**src/rtl/xw_pkg.sv**
```systemverilog
// Shared types for the translation walker.
// Assumes descriptors carry a 2-bit type in bits [1:0].
package xw_pkg;

    typedef enum logic [2:0] {
        ST_IDLE,
        ST_L1_READ,
        ST_L2_READ,
        ST_DONE,
        ST_FAULT
    } walk_state_e;

    typedef enum logic [1:0] {
        ACT_FAULT,
        ACT_DESCEND,
        ACT_MAP
    } desc_act_e;

    localparam logic [1:0] L1_TYPE_COARSE  = 2'b01;
    localparam logic [1:0] L1_TYPE_SECTION = 2'b10;
    localparam logic [1:0] L2_TYPE_LARGE   = 2'b01;
    localparam logic [1:0] L2_TYPE_SMALL   = 2'b10;

    localparam logic [1:0] KIND_SECTION = 2'd0;
    localparam logic [1:0] KIND_LARGE   = 2'd1;
    localparam logic [1:0] KIND_SMALL   = 2'd2;

endpackage

```
**src/rtl/xw_desc_addr.sv**
```systemverilog
// Descriptor address former.
// Selects the first-level or the second-level descriptor address for the
// current walk step. Assumes word-sized descriptors and tables that are
// naturally aligned.
module xw_desc_addr #(
    parameter int ADDR_W      = 32,
    parameter int L1_IDX_W    = 12,
    parameter int L2_IDX_W    = 8,
    parameter int SMALL_OFF_W = 12
) (
    input  logic                              sel_l2,
    input  logic [ADDR_W-1:0]                 va,
    input  logic [ADDR_W-L1_IDX_W-3:0]        tbl_base,
    input  logic [ADDR_W-L2_IDX_W-3:0]        l2_base,
    output logic [ADDR_W-1:0]                 desc_addr
);
    localparam int SEC_OFF_W = L2_IDX_W + SMALL_OFF_W;

    logic [ADDR_W-1:0] l1_addr;
    logic [ADDR_W-1:0] l2_addr;
    logic              va_unused;

    assign va_unused = ^va[SMALL_OFF_W-1:0];

    // Join the table base with the index for each level.
    always_comb begin
        l1_addr = {tbl_base, va[ADDR_W-1 -: L1_IDX_W], 2'b00};
        l2_addr = {l2_base, va[SEC_OFF_W-1 -: L2_IDX_W], 2'b00};
    end

    // Pick the address for the level being read.
    always_comb begin
        desc_addr = sel_l2 ? l2_addr : l1_addr;
    end

endmodule

```
**src/rtl/xw_desc_decode.sv**
```systemverilog
// Descriptor decoder.
// Interprets a returned descriptor at either level. It yields the next action,
// the mapped physical address with its region kind, and the next table base.
// Purely combinational. Assumes the type field is in bits [1:0].
module xw_desc_decode
    import xw_pkg::*;
#(
    parameter int ADDR_W      = 32,
    parameter int L2_IDX_W    = 8,
    parameter int SMALL_OFF_W = 12,
    parameter int LARGE_OFF_W = 16
) (
    input  logic                       is_l2,
    input  logic [ADDR_W-1:0]          desc,
    input  logic [ADDR_W-1:0]          va,
    output desc_act_e                  act,
    output logic [ADDR_W-1:0]          map_pa,
    output logic [1:0]                 map_kind,
    output logic [ADDR_W-L2_IDX_W-3:0] next_base
);
    localparam int SEC_OFF_W = L2_IDX_W + SMALL_OFF_W;
    localparam int L2B_W     = ADDR_W - L2_IDX_W - 2;

    logic [1:0] dtype;
    logic       desc_unused;
    logic       va_unused;

    assign dtype       = desc[1:0];
    assign desc_unused = ^desc[ADDR_W-L2B_W-1:2];
    assign va_unused   = ^va[ADDR_W-1:SEC_OFF_W];

    // Second-level table base taken from the upper descriptor bits.
    always_comb begin
        next_base = desc[ADDR_W-1 -: L2B_W];
    end

    // Decide the action and the mapped address from level and type.
    always_comb begin
        act      = ACT_FAULT;
        map_pa   = '0;
        map_kind = KIND_SECTION;
        if (!is_l2) begin
            case (dtype)
                L1_TYPE_SECTION: begin
                    act      = ACT_MAP;
                    map_pa   = {desc[ADDR_W-1:SEC_OFF_W], va[SEC_OFF_W-1:0]};
                    map_kind = KIND_SECTION;
                end
                L1_TYPE_COARSE: begin
                    act = ACT_DESCEND;
                end
                default: begin
                    act = ACT_FAULT;
                end
            endcase
        end else begin
            case (dtype)
                L2_TYPE_LARGE: begin
                    act      = ACT_MAP;
                    map_pa   = {desc[ADDR_W-1:LARGE_OFF_W], va[LARGE_OFF_W-1:0]};
                    map_kind = KIND_LARGE;
                end
                L2_TYPE_SMALL: begin
                    act      = ACT_MAP;
                    map_pa   = {desc[ADDR_W-1:SMALL_OFF_W], va[SMALL_OFF_W-1:0]};
                    map_kind = KIND_SMALL;
                end
                default: begin
                    act = ACT_FAULT;
                end
            endcase
        end
    end

endmodule

```
**src/rtl/xw_walk_ctrl.sv**
```systemverilog
// Walk sequencer.
// Holds the walk state and the request context: the address, the table base
// and the second-level base. It also holds the result. A request is taken
// only in IDLE. Each read state waits for mem_rvalid and then follows the
// decoded action.
module xw_walk_ctrl
    import xw_pkg::*;
#(
    parameter int ADDR_W   = 32,
    parameter int L1_IDX_W = 12,
    parameter int L2_IDX_W = 8
) (
    input  logic                              clk,
    input  logic                              rst_n,
    input  logic                              req_valid,
    input  logic [ADDR_W-1:0]                 req_vaddr,
    input  logic [ADDR_W-L1_IDX_W-3:0]        tbl_base,
    input  logic                              mem_rvalid,
    input  desc_act_e                         act,
    input  logic [ADDR_W-1:0]                 map_pa,
    input  logic [1:0]                        map_kind,
    input  logic [ADDR_W-L2_IDX_W-3:0]        next_base,
    output walk_state_e                       state,
    output logic [ADDR_W-1:0]                 va_q,
    output logic [ADDR_W-L1_IDX_W-3:0]        base_q,
    output logic [ADDR_W-L2_IDX_W-3:0]        l2b_q,
    output logic [ADDR_W-1:0]                 pa_q,
    output logic [1:0]                        kind_q
);

    // Step the walk and capture context and results.
    always_ff @(posedge clk) begin
        if (!rst_n) begin
            state  <= ST_IDLE;
            va_q   <= '0;
            base_q <= '0;
            l2b_q  <= '0;
            pa_q   <= '0;
            kind_q <= KIND_SECTION;
        end else begin
            case (state)
                ST_IDLE: begin
                    if (req_valid) begin
                        va_q   <= req_vaddr;
                        base_q <= tbl_base;
                        state  <= ST_L1_READ;
                    end
                end
                ST_L1_READ: begin
                    if (mem_rvalid) begin
                        case (act)
                            ACT_MAP: begin
                                pa_q   <= map_pa;
                                kind_q <= map_kind;
                                state  <= ST_DONE;
                            end
                            ACT_DESCEND: begin
                                l2b_q <= next_base;
                                state <= ST_L2_READ;
                            end
                            default: begin
                                pa_q   <= '0;
                                kind_q <= KIND_SECTION;
                                state  <= ST_FAULT;
                            end
                        endcase
                    end
                end
                ST_L2_READ: begin
                    if (mem_rvalid) begin
                        if (act == ACT_MAP) begin
                            pa_q   <= map_pa;
                            kind_q <= map_kind;
                            state  <= ST_DONE;
                        end else begin
                            pa_q   <= '0;
                            kind_q <= KIND_SECTION;
                            state  <= ST_FAULT;
                        end
                    end
                end
                ST_DONE:  state <= ST_IDLE;
                ST_FAULT: state <= ST_IDLE;
                default:  state <= ST_IDLE;
            endcase
        end
    end

endmodule

```
**src/rtl/xlate_walker.sv**
```systemverilog
// Two-level translation table walker, top level.
// Reads descriptors over a hold-until-valid read port and returns a one-cycle
// result. Assumes the first-level table is 16 KB aligned and that the memory
// returns exactly one mem_rvalid per held request.
module xlate_walker
    import xw_pkg::*;
#(
    parameter int ADDR_W      = 32,
    parameter int L1_IDX_W    = 12,
    parameter int L2_IDX_W    = 8,
    parameter int SMALL_OFF_W = 12,
    parameter int LARGE_OFF_W = 16
) (
    input  logic                       clk,
    input  logic                       rst_n,
    input  logic                       req_valid,
    input  logic [ADDR_W-1:0]          req_vaddr,
    input  logic [ADDR_W-L1_IDX_W-3:0] tbl_base,
    output logic                       req_ready,
    output logic                       mem_rd_en,
    output logic [ADDR_W-1:0]          mem_addr,
    input  logic                       mem_rvalid,
    input  logic [ADDR_W-1:0]          mem_rdata,
    output logic                       rsp_valid,
    output logic                       rsp_fault,
    output logic [ADDR_W-1:0]          rsp_paddr,
    output logic [1:0]                 rsp_kind
);
    localparam int BASE_W = ADDR_W - L1_IDX_W - 2;
    localparam int L2B_W  = ADDR_W - L2_IDX_W - 2;

    walk_state_e       state;
    logic [ADDR_W-1:0] va_q;
    logic [BASE_W-1:0] base_q;
    logic [L2B_W-1:0]  l2b_q;
    logic [ADDR_W-1:0] pa_q;
    logic [1:0]        kind_q;
    desc_act_e         act;
    logic [ADDR_W-1:0] map_pa;
    logic [1:0]        map_kind;
    logic [L2B_W-1:0]  next_base;
    logic              in_l2;

    assign in_l2 = (state == ST_L2_READ);

    xw_walk_ctrl #(
        .ADDR_W   (ADDR_W),
        .L1_IDX_W (L1_IDX_W),
        .L2_IDX_W (L2_IDX_W)
    ) ctrl_i (
        .clk        (clk),
        .rst_n      (rst_n),
        .req_valid  (req_valid),
        .req_vaddr  (req_vaddr),
        .tbl_base   (tbl_base),
        .mem_rvalid (mem_rvalid),
        .act        (act),
        .map_pa     (map_pa),
        .map_kind   (map_kind),
        .next_base  (next_base),
        .state      (state),
        .va_q       (va_q),
        .base_q     (base_q),
        .l2b_q      (l2b_q),
        .pa_q       (pa_q),
        .kind_q     (kind_q)
    );

    xw_desc_addr #(
        .ADDR_W      (ADDR_W),
        .L1_IDX_W    (L1_IDX_W),
        .L2_IDX_W    (L2_IDX_W),
        .SMALL_OFF_W (SMALL_OFF_W)
    ) addr_i (
        .sel_l2    (in_l2),
        .va        (va_q),
        .tbl_base  (base_q),
        .l2_base   (l2b_q),
        .desc_addr (mem_addr)
    );

    xw_desc_decode #(
        .ADDR_W      (ADDR_W),
        .L2_IDX_W    (L2_IDX_W),
        .SMALL_OFF_W (SMALL_OFF_W),
        .LARGE_OFF_W (LARGE_OFF_W)
    ) dec_i (
        .is_l2     (in_l2),
        .desc      (mem_rdata),
        .va        (va_q),
        .act       (act),
        .map_pa    (map_pa),
        .map_kind  (map_kind),
        .next_base (next_base)
    );

    // Port-level status derived from the walk state.
    always_comb begin
        req_ready = (state == ST_IDLE);
        mem_rd_en = (state == ST_L1_READ) || (state == ST_L2_READ);
        rsp_valid = (state == ST_DONE) || (state == ST_FAULT);
        rsp_fault = (state == ST_FAULT);
        rsp_paddr = pa_q;
        rsp_kind  = kind_q;
    end

endmodule

```
**config.mk**
```make
export PLATFORM = sky130hd
export DESIGN_NAME = xlate_walker
export DESIGN_NICKNAME = d
export VERILOG_FILES = /design/src/rtl/xw_pkg.sv /design/src/rtl/xw_desc_addr.sv /design/src/rtl/xw_desc_decode.sv /design/src/rtl/xw_walk_ctrl.sv /design/src/rtl/xlate_walker.sv
export SDC_FILE = /design/constraint.sdc
export NUM_CORES = 1
export LEC_CHECK = 0
export BUFFER_PORTS_ARGS = -buffer_cell sky130_fd_sc_hd__buf_2
export CELL_PAD_IN_SITES_DETAIL_PLACEMENT = 0
export CELL_PAD_IN_SITES_GLOBAL_PLACEMENT = 2
export CORE_ASPECT_RATIO = 1.75
export CORE_MARGIN = 4
export CORE_UTILIZATION = 25
export DETAILED_ROUTE_END_ITERATION = 7
export HOLD_SLACK_MARGIN = 0.05
export PLACE_DENSITY = 0.75
export SETUP_SLACK_MARGIN = 0.5
export SLEW_MARGIN = 20
export SYNTH_ARGS = -nofsm -noshare
export SYNTH_HDL_FRONTEND = slang
export SYNTH_SLANG_ARGS = --single-unit
```
**constraint.sdc**
```tcl
create_clock -name clk -period 1.7 [get_ports clk]
set_input_delay 0.255 -clock clk [delete_from_list [all_inputs] [get_ports clk]]
set_output_delay 0.255 -clock clk [all_outputs]
set_load 0.005 [all_outputs]
```
==> run_results.csv <==
group,metric,value,unit
synth,synth_top_area_share,48.9,%
clocking,h-tree-depth,3,
worst_setup_path,path_cells,"buf_6 > buf_6 > nor2_4 > buf_6 > clkbuf_16 > nand2_2 > nand2_1 > buf_2",
floorplan,fp.dieArea,20100,um^2
worst_setup_path,worst_setup_path_start_kind,"flop",
sta,fin_crit,1880,ps
worst_setup_path,worstPathArrival,1630,ps
worst_setup_path,crit_buf_inv,5,
synth,synth_seq_cells,109,
place,place.gp.congestion,0.844,
global_route,track_usage,15.1,%
synth,ys_warn_count,0,
route,wl,17.1,mm
floorplan,die_w,109,um
worst_hold_path,holdPathStages,3,
synth,synth-edff-count,0,
worst_setup_path,critPathMaxStageDelay,340,ps
synth,synth_ff_type,"dfxtp_1",
floorplan,row_count,64,
clocking,cts_made_buffers,9,
worst_setup_path,cpMostUsedCell,"buf_6",
clocking,cts.sink_count,109,
global_route,antenna_found_initial,0,
worst_setup_path,reg2reg_depth,8,
route,vias,4577,
sta,setup_viol_count_final,99,
sta,rsz0062_at_grt,"true",
job,max_cap_violations,0,
synth,ys_seq_area_share,48.9,%
run_status,failed_checks,"negative setup slack",
synth,synth_xor_area_share,0,%
place,post-dp-hpwl,11.4,mm
place,io_buffers,145,
run_status,run_status,"finished with violations",
global_route,grt_max_degree,53,
clocking,cts_tree,"built",
global_route,grt_pass1_wl,23.3,mm
route,drcViolationCount,0,
worst_setup_path,critical-path-top-delay-family,"buffers and inverters",
clocking,clockRootBuffer,"clkbuf_16",
synth,synthCells,566,
finish,finalNetCount,837,
synth,synth_area_leader_cell,"dfxtp_1",
finish,drive_above_1_share,58.8,%
worst_setup_path,path_depth,8,
clocking,insertion_delay,350,ps
route,firstDrtPassIters,5,
sta,setup_tns,-8170,ps
synth,synth.area.mux_share,0,%
synth,synth_cell_types,42,
synth,synth_top_family_by_area,"simple AND/OR/NAND/NOR gates",
synth,synth_area_per_cell,7.89,um^2
sta,fin_crit_sh,111,%
floorplan,start_util,25.5,%
worst_setup_path,cp-end-kind,"output port",
floorplan,fp.dieH,185,um
finish,areaGrowthSynthToFinish,67.4,%
clocking,cts_max_path_buffers,2,
worst_hold_path,hold_class,"in2reg",
sta,worst_slack,-184,ps
synth,synthSimpleGateAreaFrac,25.8,%
sta,timing.hold.ws,132,ps
sta,hold_viol,0,
synth,synthArstFlopShare,0,%
floorplan,io_pins,156,
sta,fmax,0.531,GHz
synth,ys_top_cells_by_area,"dfxtp_1 (49%), nand2_1 (20%), a21oi_1 (9.2%), a22o_1 (4.7%), clkbuf_1 (1.8%)",
sta,skew,7.01,ps
global_route,grt_pass1_vias,4386,
pwr,p_leak,3.48,nW
route,drt_first_iter_violations,164,
pwr,power_density,831,nW/um^2
global_route,gr-total-overflow,0,
synth,synthAdderAreaFrac,1.12,%
finish,antenna_cells,0,
synth,synth_compound_area_share,19.0,%
pwr,peakVddDrop,0.614,mV
worst_setup_path,crit_slowest_cell,"dfxtp_2",
route,routedWlPerCell,17.4,um
sta,slew_viol_final,0,
route,viasPerCell,4.66,
worst_setup_path,cp.required,1440,ps
worst_setup_path,critPathMaxFanout,5,
pwr,power,0.00621,W
synth,synth.cell_area,4460,um^2
synth,yosysMostFrequentCell,"nand2_1",
clocking,clk_pin_slew,80,ps
worst_setup_path,path_class,"reg2out",
synth,yosys-top-cells-count,"nand2_1 (236), dfxtp_1 (109), a21oi_1 (82), a22o_1 (24), clkbuf_1 (22)",
route,drtAntennaViolNets,0,
floorplan,core-area,17500,um^2
final timing paths:
| check | start | endpoint | slack [ps] |
|---|---|---|---|
| max | ctrl_i.state[2] | mem_addr[11] | -180 |
| min | req_vaddr[20] | ctrl_i.va_q[20] | 130 |
| max reg2reg | ctrl_i.state[2] | ctrl_i.va_q[19] | -100 |
| min reg2reg | ctrl_i.va_q[20] | ctrl_i.va_q[20] | 460 |
layout by cell type (no fill, tap or decap), drive strengths merged:
master | synthesis | routed
conb | 1 | 2
and4 | 1 | 1
o21ba | 1 | 1
or3b | 1 | 1
nand2 | 236 | 236
a22oi | 4 | 4
ha | 4 | 4
and4bb | 1 | 1
nor4 | 1 | 1
nor3 | 1 | 1
clkbuf | 22 | 14
a31oi | 1 | 1
clkinv | 0 | 1
inv | 4 | 9
buf | 20 | 206
o21bai | 1 | 1
nor3b | 2 | 2
a21oi | 83 | 83
o32a | 1 | 1
nor2b | 3 | 3
o21a | 1 | 1
nand3 | 10 | 10
o21ai | 3 | 3
o22ai | 1 | 1
and2b | 1 | 1
and2 | 2 | 2
a21o | 2 | 2
nor2 | 8 | 8
bufinv | 0 | 1
nor4b | 1 | 1
o2bb2ai | 4 | 4
a22o | 24 | 24
a311oi | 5 | 5
nand2b | 5 | 5
nand4 | 2 | 2
dfxtp | 109 | 109
layout make-up:
class                      instances  area [um^2]
timing repair buffer             211         1610
clock buffer                       9          225
fill                            1757        10100
sequential                       109         2190
clock inverter                     7         87.6
tap                              231          289
inverter                           4         17.5
multi-input combinational        412         3050
registers in the layout, summed over array words and instances (netlist names):
signal / count
ctrl_i.va_q: 32
ctrl_i.l2b_q: 22
ctrl_i.state: 3
ctrl_i.base_q: 18
ctrl_i.pa_q: 32
ctrl_i.kind_q: 2
logic make-up (layout without fill, tap and decap cells):
| logic type | after synthesis | in the layout |
|---|---|---|
| AO/OA/AOI/OAI | 131 | 131 |
| adder cells (fa/ha/maj) | 4 | 4 |
| buffers and inverters | 46 | 231 |
| flip-flops | 109 | 109 |
| other | 1 | 2 |
| AND/OR/NAND/NOR | 275 | 275 |
layer usage:
metal	up-vias	routed length (um)	track usage, %
li1	2241	-	-
met1	2199	6760	17.5
met2	117	9280	26.5
met3	20	675	2.34
met4	0	435	7.63
met5	-	0	0
where the power goes:
group / total [W] / switching [W] / internal (W) / leakage, nW
Clock: 0.00227 / 0.00108 / 0.00119 / 0.155
Sequential: 0.00273 / 0.0000703 / 0.00266 / 0.889
Combinational: 0.00121 / 0.000663 / 0.000551 / 2.43
worst reg2reg max path, cell delays in order (launching register included):
cell and delay, ps:
dfxtp_2 340, buf_6 130, buf_6 120, nor3_4 270, buf_6 150, and2_4 300
clkbuf_16 250, nand2_4 50, a21oi_2 130
what timing repair did:
| item | CTS | global route |
|---|---|---|
| pin swaps | 33 | 133 |
| resized for setup | 44 | 265 |
| hold buffers | 0 | 0 |
| cloned | 2 | 9 |
| setup buffers | 11 | 10 |
| setup endpoints to repair | 143 | 143 |
per-stage QoR:
step                instance area [um^2]  std cells  util (%)  worst slack (ps)
floorplan                           4570        567         -               126
global placement                    5670        935      32.3              -226
detailed placement                  5670        935      32.3              -201
CTS                                 6270        964      35.7              -210
global route                        7470        983      42.6              -235
finish                              7470        983      42.6              -184
(Power assumes the default switching activity.)
